[src/rtl/tm_pkg.sv]
package tm_pkg;
  parameter int unsigned STATE_W = 4;
  parameter int unsigned SYM_W   = 4;

  typedef logic [STATE_W-1:0] state_t;
  typedef logic [SYM_W-1:0]   sym_t;

  typedef struct packed {
    state_t cur;
    sym_t   in_sym;
    sym_t   out_sym;
    logic   mv_right;
    state_t nxt;
  } rule_t;

  localparam int unsigned RULE_W = $bits(rule_t);

  typedef enum logic [1:0] {ST_IDLE, ST_SEARCH, ST_DONE} ctl_e;
endpackage

[src/rtl/tm_rule_table.sv]
module tm_rule_table import tm_pkg::*; #(
  parameter int N_RULES = 32,
  parameter int IDX_W   = $clog2(N_RULES)
) (
  input  logic             clk_i,
  input  logic             we_i,
  input  logic [IDX_W-1:0] waddr_i,
  input  rule_t            wdata_i,
  input  logic [IDX_W-1:0] raddr_i,
  output rule_t            rdata_o
);
  rule_t mem_q [N_RULES];

  always_ff @(posedge clk_i) begin
    if (we_i) mem_q[waddr_i] <= wdata_i;
  end

  assign rdata_o = mem_q[raddr_i];
endmodule

[src/rtl/tm_tape.sv]
module tm_tape import tm_pkg::*; #(
  parameter int TAPE_LEN = 64,
  parameter int HEAD_W   = $clog2(TAPE_LEN)
) (
  input  logic              clk_i,
  input  logic              host_we_i,
  input  logic [HEAD_W-1:0] host_addr_i,
  input  sym_t              host_wdata_i,
  output sym_t              host_rdata_o,
  input  logic              eng_we_i,
  input  logic [HEAD_W-1:0] eng_addr_i,
  input  sym_t              eng_wdata_i,
  output sym_t              eng_rdata_o
);
  sym_t cells [TAPE_LEN];

  for (genvar g = 0; g < TAPE_LEN; g++) begin : g_cell
    sym_t cell_q;
    // engine write wins over host
    always_ff @(posedge clk_i) begin
      if (eng_we_i && eng_addr_i == HEAD_W'(g))        cell_q <= eng_wdata_i;
      else if (host_we_i && host_addr_i == HEAD_W'(g)) cell_q <= host_wdata_i;
    end
    assign cells[g] = cell_q;
  end

  assign host_rdata_o = cells[host_addr_i];
  assign eng_rdata_o  = cells[eng_addr_i];
endmodule

[src/rtl/tm_ctrl.sv]
module tm_ctrl import tm_pkg::*; #(
  parameter int N_RULES  = 32,
  parameter int TAPE_LEN = 64,
  parameter int STEP_W   = 32,
  parameter int IDX_W    = $clog2(N_RULES),
  parameter int HEAD_W   = $clog2(TAPE_LEN)
) (
  input  logic              clk_i,
  input  logic              rst_ni,
  input  logic              start_i,
  input  state_t            start_state_i,
  input  state_t            halt_state_i,
  input  logic [HEAD_W-1:0] start_head_i,
  input  rule_t             rule_i,
  input  sym_t              sym_i,
  output logic [IDX_W-1:0]  idx_o,
  output logic [HEAD_W-1:0] head_o,
  output state_t            state_o,
  output logic              tape_we_o,
  output sym_t              tape_wdata_o,
  output logic              busy_o,
  output logic              done_o,
  output logic              halted_o,
  output logic              err_norule_o,
  output logic              err_edge_o,
  output logic [STEP_W-1:0] step_cnt_o
);
  ctl_e              st_q;
  state_t            state_q, halt_q;
  logic [HEAD_W-1:0] head_q;
  logic [IDX_W-1:0]  idx_q;
  logic [STEP_W-1:0] step_q;
  logic              halted_q, norule_q, edge_q;

  logic match, last, edge_hit;

  always_comb begin
    match    = (rule_i.cur == state_q) && (rule_i.in_sym == sym_i);
    last     = (idx_q == IDX_W'(N_RULES - 1));
    edge_hit = rule_i.mv_right ? (head_q == HEAD_W'(TAPE_LEN - 1))
                               : (head_q == '0);
  end

  always_ff @(posedge clk_i or negedge rst_ni) begin
    if (!rst_ni) begin
      st_q     <= ST_IDLE;
      state_q  <= '0;
      halt_q   <= '0;
      head_q   <= '0;
      idx_q    <= '0;
      step_q   <= '0;
      halted_q <= 1'b0;
      norule_q <= 1'b0;
      edge_q   <= 1'b0;
    end else begin
      unique case (st_q)
        ST_IDLE, ST_DONE: begin
          if (start_i) begin
            state_q  <= start_state_i;
            halt_q   <= halt_state_i;
            head_q   <= start_head_i;
            idx_q    <= '0;
            step_q   <= '0;
            norule_q <= 1'b0;
            edge_q   <= 1'b0;
            if (start_state_i == halt_state_i) begin
              halted_q <= 1'b1;
              st_q     <= ST_DONE;
            end else begin
              halted_q <= 1'b0;
              st_q     <= ST_SEARCH;
            end
          end
        end
        ST_SEARCH: begin
          if (match) begin
            if (edge_hit) begin
              // symbol written, head/state/count held
              edge_q <= 1'b1;
              st_q   <= ST_DONE;
            end else begin
              head_q  <= rule_i.mv_right ? head_q + 1'b1 : head_q - 1'b1;
              state_q <= rule_i.nxt;
              step_q  <= step_q + 1'b1;
              idx_q   <= '0;
              if (rule_i.nxt == halt_q) begin
                halted_q <= 1'b1;
                st_q     <= ST_DONE;
              end
            end
          end else if (last) begin
            norule_q <= 1'b1;
            st_q     <= ST_DONE;
          end else begin
            idx_q <= idx_q + 1'b1;
          end
        end
        default: st_q <= ST_IDLE;
      endcase
    end
  end

  assign idx_o        = idx_q;
  assign head_o       = head_q;
  assign state_o      = state_q;
  assign tape_we_o    = (st_q == ST_SEARCH) && match;
  assign tape_wdata_o = rule_i.out_sym;
  assign busy_o       = (st_q == ST_SEARCH);
  assign done_o       = (st_q == ST_DONE);
  assign halted_o     = halted_q;
  assign err_norule_o = norule_q;
  assign err_edge_o   = edge_q;
  assign step_cnt_o   = step_q;
endmodule

[src/rtl/tm_engine.sv]
module tm_engine import tm_pkg::*; #(
  parameter  int N_RULES  = 32,
  parameter  int TAPE_LEN = 64,
  parameter  int STEP_W   = 32,
  localparam int IDX_W    = $clog2(N_RULES),
  localparam int HEAD_W   = $clog2(TAPE_LEN)
) (
  input  logic              clk_i,
  input  logic              rst_ni,
  input  logic              rule_we_i,
  input  logic [IDX_W-1:0]  rule_addr_i,
  input  logic [RULE_W-1:0] rule_wdata_i,
  input  logic              tape_we_i,
  input  logic [HEAD_W-1:0] tape_addr_i,
  input  logic [SYM_W-1:0]  tape_wdata_i,
  output logic [SYM_W-1:0]  tape_rdata_o,
  input  logic              start_i,
  input  logic [STATE_W-1:0] start_state_i,
  input  logic [STATE_W-1:0] halt_state_i,
  input  logic [HEAD_W-1:0] start_head_i,
  output logic              busy_o,
  output logic              done_o,
  output logic              halted_o,
  output logic              err_norule_o,
  output logic              err_edge_o,
  output logic [STATE_W-1:0] state_o,
  output logic [HEAD_W-1:0] head_o,
  output logic [STEP_W-1:0] step_cnt_o
);
  rule_t             cur_rule;
  sym_t              head_sym, eng_wdata;
  logic [IDX_W-1:0]  idx;
  logic              eng_we;

  tm_rule_table #(.N_RULES(N_RULES), .IDX_W(IDX_W)) u_rules (
    .clk_i   (clk_i),
    .we_i    (rule_we_i && !busy_o),
    .waddr_i (rule_addr_i),
    .wdata_i (rule_t'(rule_wdata_i)),
    .raddr_i (idx),
    .rdata_o (cur_rule)
  );

  tm_tape #(.TAPE_LEN(TAPE_LEN), .HEAD_W(HEAD_W)) u_tape (
    .clk_i        (clk_i),
    .host_we_i    (tape_we_i && !busy_o),
    .host_addr_i  (tape_addr_i),
    .host_wdata_i (tape_wdata_i),
    .host_rdata_o (tape_rdata_o),
    .eng_we_i     (eng_we),
    .eng_addr_i   (head_o),
    .eng_wdata_i  (eng_wdata),
    .eng_rdata_o  (head_sym)
  );

  tm_ctrl #(
    .N_RULES(N_RULES), .TAPE_LEN(TAPE_LEN), .STEP_W(STEP_W),
    .IDX_W(IDX_W), .HEAD_W(HEAD_W)
  ) u_ctrl (
    .clk_i         (clk_i),
    .rst_ni        (rst_ni),
    .start_i       (start_i),
    .start_state_i (start_state_i),
    .halt_state_i  (halt_state_i),
    .start_head_i  (start_head_i),
    .rule_i        (cur_rule),
    .sym_i         (head_sym),
    .idx_o         (idx),
    .head_o        (head_o),
    .state_o       (state_o),
    .tape_we_o     (eng_we),
    .tape_wdata_o  (eng_wdata),
    .busy_o        (busy_o),
    .done_o        (done_o),
    .halted_o      (halted_o),
    .err_norule_o  (err_norule_o),
    .err_edge_o    (err_edge_o),
    .step_cnt_o    (step_cnt_o)
  );
endmodule

[config.mk]
export PLATFORM = sky130hd
export DESIGN_NAME = tm_engine
export DESIGN_NICKNAME = d
export VERILOG_FILES = /design/src/rtl/tm_pkg.sv /design/src/rtl/tm_rule_table.sv /design/src/rtl/tm_tape.sv /design/src/rtl/tm_ctrl.sv /design/src/rtl/tm_engine.sv
export SDC_FILE = /design/constraint.sdc
export NUM_CORES = 1
export LEC_CHECK = 0
export ABC_CLOCK_PERIOD_IN_PS = 5000
export BUFFER_PORTS_ARGS = -buffer_cell sky130_fd_sc_hd__buf_2
export CAP_MARGIN = 10
export CORE_ASPECT_RATIO = 1.4
export CORE_MARGIN = 5
export CORE_UTILIZATION = 55
export CTS_CLUSTER_SIZE = 24
export DETAILED_ROUTE_END_ITERATION = 6
export PLACE_DENSITY = 0.72
export SETUP_SLACK_MARGIN = 0.05
export SYNTH_ARGS = -nofsm -noshare
export SYNTH_HDL_FRONTEND = slang
export SYNTH_SLANG_ARGS = --single-unit
[constraint.sdc]
create_clock -name clk_i -period 5 [get_ports clk_i]
set_input_delay 0.75 -clock clk_i [delete_from_list [all_inputs] [get_ports clk_i]]
set_output_delay 0.75 -clock clk_i [all_outputs]
set_load 0.02 [all_outputs]
After elaboration in Yosys (flattened, before gate mapping)
Memory sizes are Yosys's and may differ from the RTL's.
Index checks and enable logic that the tools add are counted.
{"block": "word_totals", "ff_bits": 312, "ramBits": 544, "in_bits": 51, "output_inout_bits": 51, "elab_cells": 610, "memories": 1}
{"block": "classes", "addsub": 4, "magnitude_cmp": 2, "eq_ne": 144, "muxes": 175, "bitwise_logic": 2, "reduce_logical": 209}
{"memory": "u_rules.mem_q", "words": 32, "width": 17, "rd": 1, "rd_clocked_by_memory_dff": 0, "write_ports": 1, "line": "tm_rule_table.sv:12", "source": "rule_t mem_q [N_RULES];"}
{"operator": "two-way mux 4 bit", "count": 135}
{"operator": "== test 6 bit (second input constant)", "count": 64}
{"operator": "== test 6 x 5 -> 1 bit (second input constant)", "count": 32}
{"operator": "logical AND 1 bit", "count": 132}
{"operator": "nonzero test 2 bit", "count": 65}
{"operator": "== test 6 x 4 -> 1 bit (second input constant)", "count": 16}
{"operator": "two-way mux 32 bit", "count": 3}
{"operator": "case mux 32 bit (2 select lines)", "count": 1}
{"operator": "binary-select mux 4 bit (select 6 bit)", "count": 2}
{"operator": "== test 6 x 3 -> 1 bit (second input constant)", "count": 8}
{"operator": "adder 32 x 1 -> 32 bit (second input constant)", "count": 1}
{"operator": "== test 6 x 2 -> 1 bit (second input constant)", "count": 4}
{"operator": "two-way mux 6 bit", "count": 4}
{"operator": "two-way mux 5 bit", "count": 4}
{"operator": "== test 4 bit", "count": 4}
{"operator": "AND reduction 4 bit", "count": 4}
{"operator": ">= comparator 7 bit (second input constant)", "count": 2}
{"operator": "NOT 6 -> 7 bit", "count": 2}
{"operator": "two-way mux 1 bit", "count": 13}
{"operator": "== test 6 x 1 -> 1 bit (second input constant)", "count": 2}
{"operator": "zero test 6 bit", "count": 2}
{"operator": "two-way mux 2 bit", "count": 6}
{"operator": "case mux 6 bit (2 select lines)", "count": 1}
{"operator": "case mux 5 bit (2 select lines)", "count": 1}
{"operator": "other kinds (21)", "count": 28}

Depth between registers and ports, before layout
{"block": "depth", "ltp_word": 9, "ltp_mapped": 15, "depth_no_buf": 9}

Modules after synthesis
Synthesis repeated with hierarchy kept, for this count alone.
{"block": "hier_totals", "hier_cells": 2611, "area_unflattened_um2": 40386.2}
{"module": "tm_rule_table", "instances": 1, "cells_per_inst": 1195, "area_per_inst_um2": 21396.8, "seq_area_each_um2": 16335.7}
{"module": "tm_tape", "instances": 1, "cells_per_inst": 1059, "area_per_inst_um2": 15662.5, "seq_area_each_um2": 7687.4}
{"module": "tm_ctrl", "instances": 1, "cells_per_inst": 355, "area_per_inst_um2": 3314.4, "seq_area_each_um2": 1401.3}
{"module": "tm_engine", "instances": 1, "cells_per_inst": 2, "area_per_inst_um2": 12.5, "seq_area_each_um2": 0.0}

Worst setup path before layout
No wires, ideal clock.
{"block": "synth_path", "kind": "reg-to-reg", "startpoint": "register u_ctrl.head_q[0], in the netlist u_ctrl.head_o[0]", "endpoint": "register u_tape.g_cell[31].cell_q[0] (data pin)", "setup_ps": 260, "arrival_ps": 3922, "required_ps": 4740, "path_slack_ps": 818, "stages_incl_launch_ff": 15, "n_path_buf": 5, "synth_period_minus_slack_ps": 4182, "cell_sequence": "dfrtp_1 -> buf_2 -> buf_2 -> buf_4 -> mux4_2 -> a22oi_1 -> a21oi_1 -> nor4_1 -> xor2_1 -> nor4_2 -> nand3_2 -> buf_6 -> buf_4 -> nor3_2 -> mux2_2"}
{"block": "synth_between", "elab_chain_cells": 9, "word_cells_on_any_way": 10, "cone_classes": "eq/ne: 2; mux: 4; bitwise: 1; reduce/logical: 3"}
{"element": "start: declaration", "line": "tm_ctrl.sv:30", "source": "logic [HEAD_W-1:0] head_q;"}
{"element": "start signal: assignment", "line": "tm_ctrl.sv:61", "source": "head_q <= start_head_i;"}
{"element": "start signal: assignment", "line": "tm_ctrl.sv:82", "source": "head_q <= rule_i.mv_right ? head_q + 1'b1 : head_q - 1'b1;"}
{"element": "NOT 6 -> 7 bit (implied by the code)", "line": "tm_tape.sv:28", "source": "assign eng_rdata_o = cells[eng_addr_i];"}
{"element": "binary-select mux 4 bit (select 6 bit)", "line": "tm_tape.sv:28"}
{"element": "two-way mux 4 bit (implied by the code) (2 in series)", "line": "tm_tape.sv:28"}
{"element": "== test 4 bit", "line": "tm_ctrl.sv:38", "source": "match = (rule_i.cur == state_q) && (rule_i.in_sym == sym_i);"}
{"element": "logical AND 1 bit", "line": "tm_ctrl.sv:38"}
{"element": "logical AND 1 bit", "line": "tm_ctrl.sv:106", "source": "assign tape_we_o = (st_q == ST_SEARCH) && match;"}
{"element": "logical AND 1 bit *", "line": "tm_tape.sv:21", "source": "if (eng_we_i && eng_addr_i == HEAD_W'(g)) cell_q <= eng_wdata_i;"}
{"element": "two-way mux 4 bit *", "line": "tm_tape.sv:21"}
{"element": "end signal: assignment", "line": "tm_tape.sv:21"}
{"element": "end signal: assignment", "line": "tm_tape.sv:22", "source": "else if (host_we_i && host_addr_i == HEAD_W'(g)) cell_q <= host_wdata_i;"}
{"element": "end: declaration", "line": "tm_tape.sv:18", "source": "sym_t cell_q;"}
Mark *: on every way between the ends. The rest lies on a longest branch, timed or not. The select of a mux whose other input is x is not followed.
A chain may end at the register's enable or synchronous reset.

Worst setup path in the final report
{"block": "layout_path", "startpoint": "register u_ctrl.head_q[0], in the netlist u_ctrl.head_o[0]", "endpoint": "register u_tape.g_cell[11].cell_q[2] (data pin)"}
{"block": "layout_between", "elab_chain_cells": 9, "word_cells_on_any_way": 10, "cone_classes": "eq/ne: 2; mux: 4; bitwise: 1; reduce/logical: 3"}
{"element": "NOT 6 -> 7 bit (implied by the code)", "line": "tm_tape.sv:28"}
{"element": "binary-select mux 4 bit (select 6 bit)", "line": "tm_tape.sv:28"}
{"element": "two-way mux 4 bit (implied by the code) (2 in series)", "line": "tm_tape.sv:28"}
{"element": "== test 4 bit", "line": "tm_ctrl.sv:38"}
{"element": "logical AND 1 bit", "line": "tm_ctrl.sv:38"}
{"element": "logical AND 1 bit", "line": "tm_ctrl.sv:106"}
{"element": "logical AND 1 bit *", "line": "tm_tape.sv:21"}
{"element": "two-way mux 4 bit *", "line": "tm_tape.sv:21"}
{"element": "end signal: assignment", "line": "tm_tape.sv:21"}
{"element": "end signal: assignment", "line": "tm_tape.sv:22"}
{"element": "end: declaration", "line": "tm_tape.sv:18"}
Marks and branches as above.

==> metrics.cfg <==
[run_status]
status=complete, but fails checks
violations=DRC

[floorplan]
start_util_pct=55.6
chipWidth_um=239
fp.dieH_um=331
pin_count=102
die_area_mm2=0.0792
rows=117
coreArea_mm2=0.0729

[critical_path]
cp_top_family=buffers and inverters
crit_slowest_cell=dfrtp_4
cp_max_fo=35
crit_arrival_ps=5220
regToRegSetupSlack_ps=170
path_common_cell=buf_12
path_class=reg2reg
cp.required_ps=5380
worst_path_largest_cell_delay_ps=600
cp_num_buf_inv=6
worstSetupStartpointType=flop
worstSetupEndpointType=flop
path_cells=buf_12, buf_16, mux4_2, a22oi_1, a21oi_1, nor4_1, buf_4, xor2_1, nor4_2, buf_4, nand3_4, buf_12, buf_12, nor3_4, mux2_1

[logic_synthesis]
yosys_warnings=0
yosysSeqAreaShare_pct=62.8
syn_avg_cell_area_um2=17.5
synth_edf_count=800
async_flop_share_pct=6.54
synth-main-ff-cell=edfxtp_1
ys_types=69
synth_area_mm2=0.0405
synth_seq_cells=856
synth_cells=2321
syn-num-nets=2380

[clocking]
cts.sinks=856
htreeDepth=3
clkTransAtPathRegs_ps=70
cts.root.buffer_cell=clkbuf_16
clockBufferDepth=3
cts_buffers=83
clock_latency_ps=650
holdBufCountCts=0
cts_tree=built

[cells_and_area]
stdcell_area_mm2=0.0453
n_fill_cell=5023
seqCellArea_mm2=0.0254
final_common_cell=edfxtp_1
drive_gt1_share_pct=32.5
layout_common_cells=800 x edfxtp_1, 297 x mux4_2, 205 x mux2_1, 112 x nand2_1, 100 x buf_4
area_growth_pct=11.9
multi_input_area_mm2=0.0143
num-nets-final=2474

[sta]
clock_skew_ps=24.0
period_minus_slack_ps=4830
setup_viol=0
fin_crit_sh_pct=96.7
slew_headroom_pct=24.5
hold_viol_final=0
maxSlewViolCount=0
hold_slack_ps=272
rsz0062_at_grt=false
fmax_mhz=207
tightest_slew_ps=1130

[power]
leakagePower_nw=15.2
p_per_area_mw_per_mm2=476
power.total_mw=21.6
ir_worst_vdd_mv=0.439

[placement]
dp_hpwl_um=70700
port_buffers=101
place_area_mm2=0.0425
globalplace.congestion=0.895

[route]
routedWlPerCell_um=32.0
drtAntennaViolNets=0
route.detailed.drc=5
first_pass_iters=7
routed_via_density=6.85
drt_wl_total_um=110000
first_iter_violations=2781
via_count=23500

[global_routing]
grt_pass1_vias=24500
grt_pass1_wl_um=163000
grt_antenna_before_repair=2
gr-total-overflow=0
grt_max_degree=65
grt_use_total_pct=27.8

[hold_path]
hp-class=in2async

[flow_run]
maxCapViolations=0

[final timing paths]
check	from	endpoint	cells past startpoint
min reg2reg	u_ctrl.halt_q[3]$_DFFE_PN0P_	u_ctrl.halt_q[3]$_DFFE_PN0P_	2
max reg2reg	u_ctrl.head_o[0]$_DFFE_PN0P_	u_tape.g_cell[11].cell_q[2]$_DFFE_PP_	15
min	rst_ni	u_ctrl.step_cnt_o[7]$_DFFE_PN0P_	2
max	u_ctrl.head_o[0]$_DFFE_PN0P_	u_tape.g_cell[11].cell_q[2]$_DFFE_PP_	15
min in group clk_i	halt_state_i[0]	u_ctrl.halt_q[0]$_DFFE_PN0P_	3
max in group asynchronous	rst_ni	u_ctrl.head_o[0]$_DFFE_PN0P_	2
[stage by stage]
stage          worst slack [ps]  setup TNS [ps]  util [%]  std cells
3_5_place_dp              -56.1            -243      58.3       3277
5_1_grt                    72.1               0      62.2       3436
3_3_place_gp               5.18               0      58.3       3277
6_report                    167               0      62.2       3436
4_1_cts                    70.6               0      62.1       3432
2_1_floorplan               818               0         -       2321
[state kept, by name, indices dropped and copies added (netlist names)]
name	count
u_rules.mem_q	544
u_tape.g_cell.cell_q	256
u_ctrl.step_cnt_o	32
u_ctrl.head_o	6
u_ctrl.idx_o	5
u_ctrl.halt_q	4
u_ctrl.state_o	4
u_ctrl.st_q	2
u_ctrl.err_edge_o	1
u_ctrl.err_norule_o	1
u_ctrl.halted_o	1
[layout make-up]
type | instances | area share [%]
diodes | 1 | 0.00552
clock buffers | 110 | 4.99
repair buffers | 217 | 3.56
well taps | 952 | 2.63
inverters | 18 | 0.149
clock inverters | 43 | 1.05
multi-input cells | 1239 | 31.5
flip-flops and latches | 856 | 56.1
[per-layer routing]
metal  up-vias  track usage [%]  wire [µm]
met4         0             15.5       7150
met3       329             4.34       8350
met2      1342             48.1      57100
met5         -                0          0
met1     12200             33.6      37300
li1       9659                -          -
[cell families (layout without fill, tap and decap cells)]
group,count (synthesis),after routing,share of synthesized area (%)
simple gates,393,393,6.01
other cells,0,1,0
xor+xnor,19,19,0.411
fa+ha+maj,8,8,0.247
mux,581,581,24.3
buf+inv,226,388,2.31
flops,856,856,62.8
compound gates,238,238,3.90
[synthesized netlist by cell type (31+ instances only)]
cell | instances | share of area, %
a21oi_1 | 59 | 0.73
mux2_2 | 59 | 1.6
mux2_1 | 205 | 5.7
buf_2 | 38 | 0.47
nor3_4 | 38 | 1.5
nor2_1 | 63 | 0.58
o21ai_0 | 37 | 0.46
dfrtp_1 | 56 | 3.5
or3_1 | 43 | 0.66
clkbuf_1 | 132 | 1.2
a22oi_1 | 33 | 0.61
mux4_2 | 297 | 17
nand2_1 | 116 | 1.1
nand3_1 | 31 | 0.38
edfxtp_1 | 800 | 59
[where the power goes]
group	leakage (nW)	switching (mW)	internal, mW
combinational	5.92	4.18	2.75
clock	1.30	2.73	3.63
sequential	7.94	0.295	7.99
[repair_timing]
action | in CTS | in global routing
cloned | 0 | 0
setup buffers | 2 | 3
pin swaps | 0 | 0
endpoints found under the setup margin | 158 | 152
gates resized for setup | 0 | 1
(Power assumes the default switching activity.)
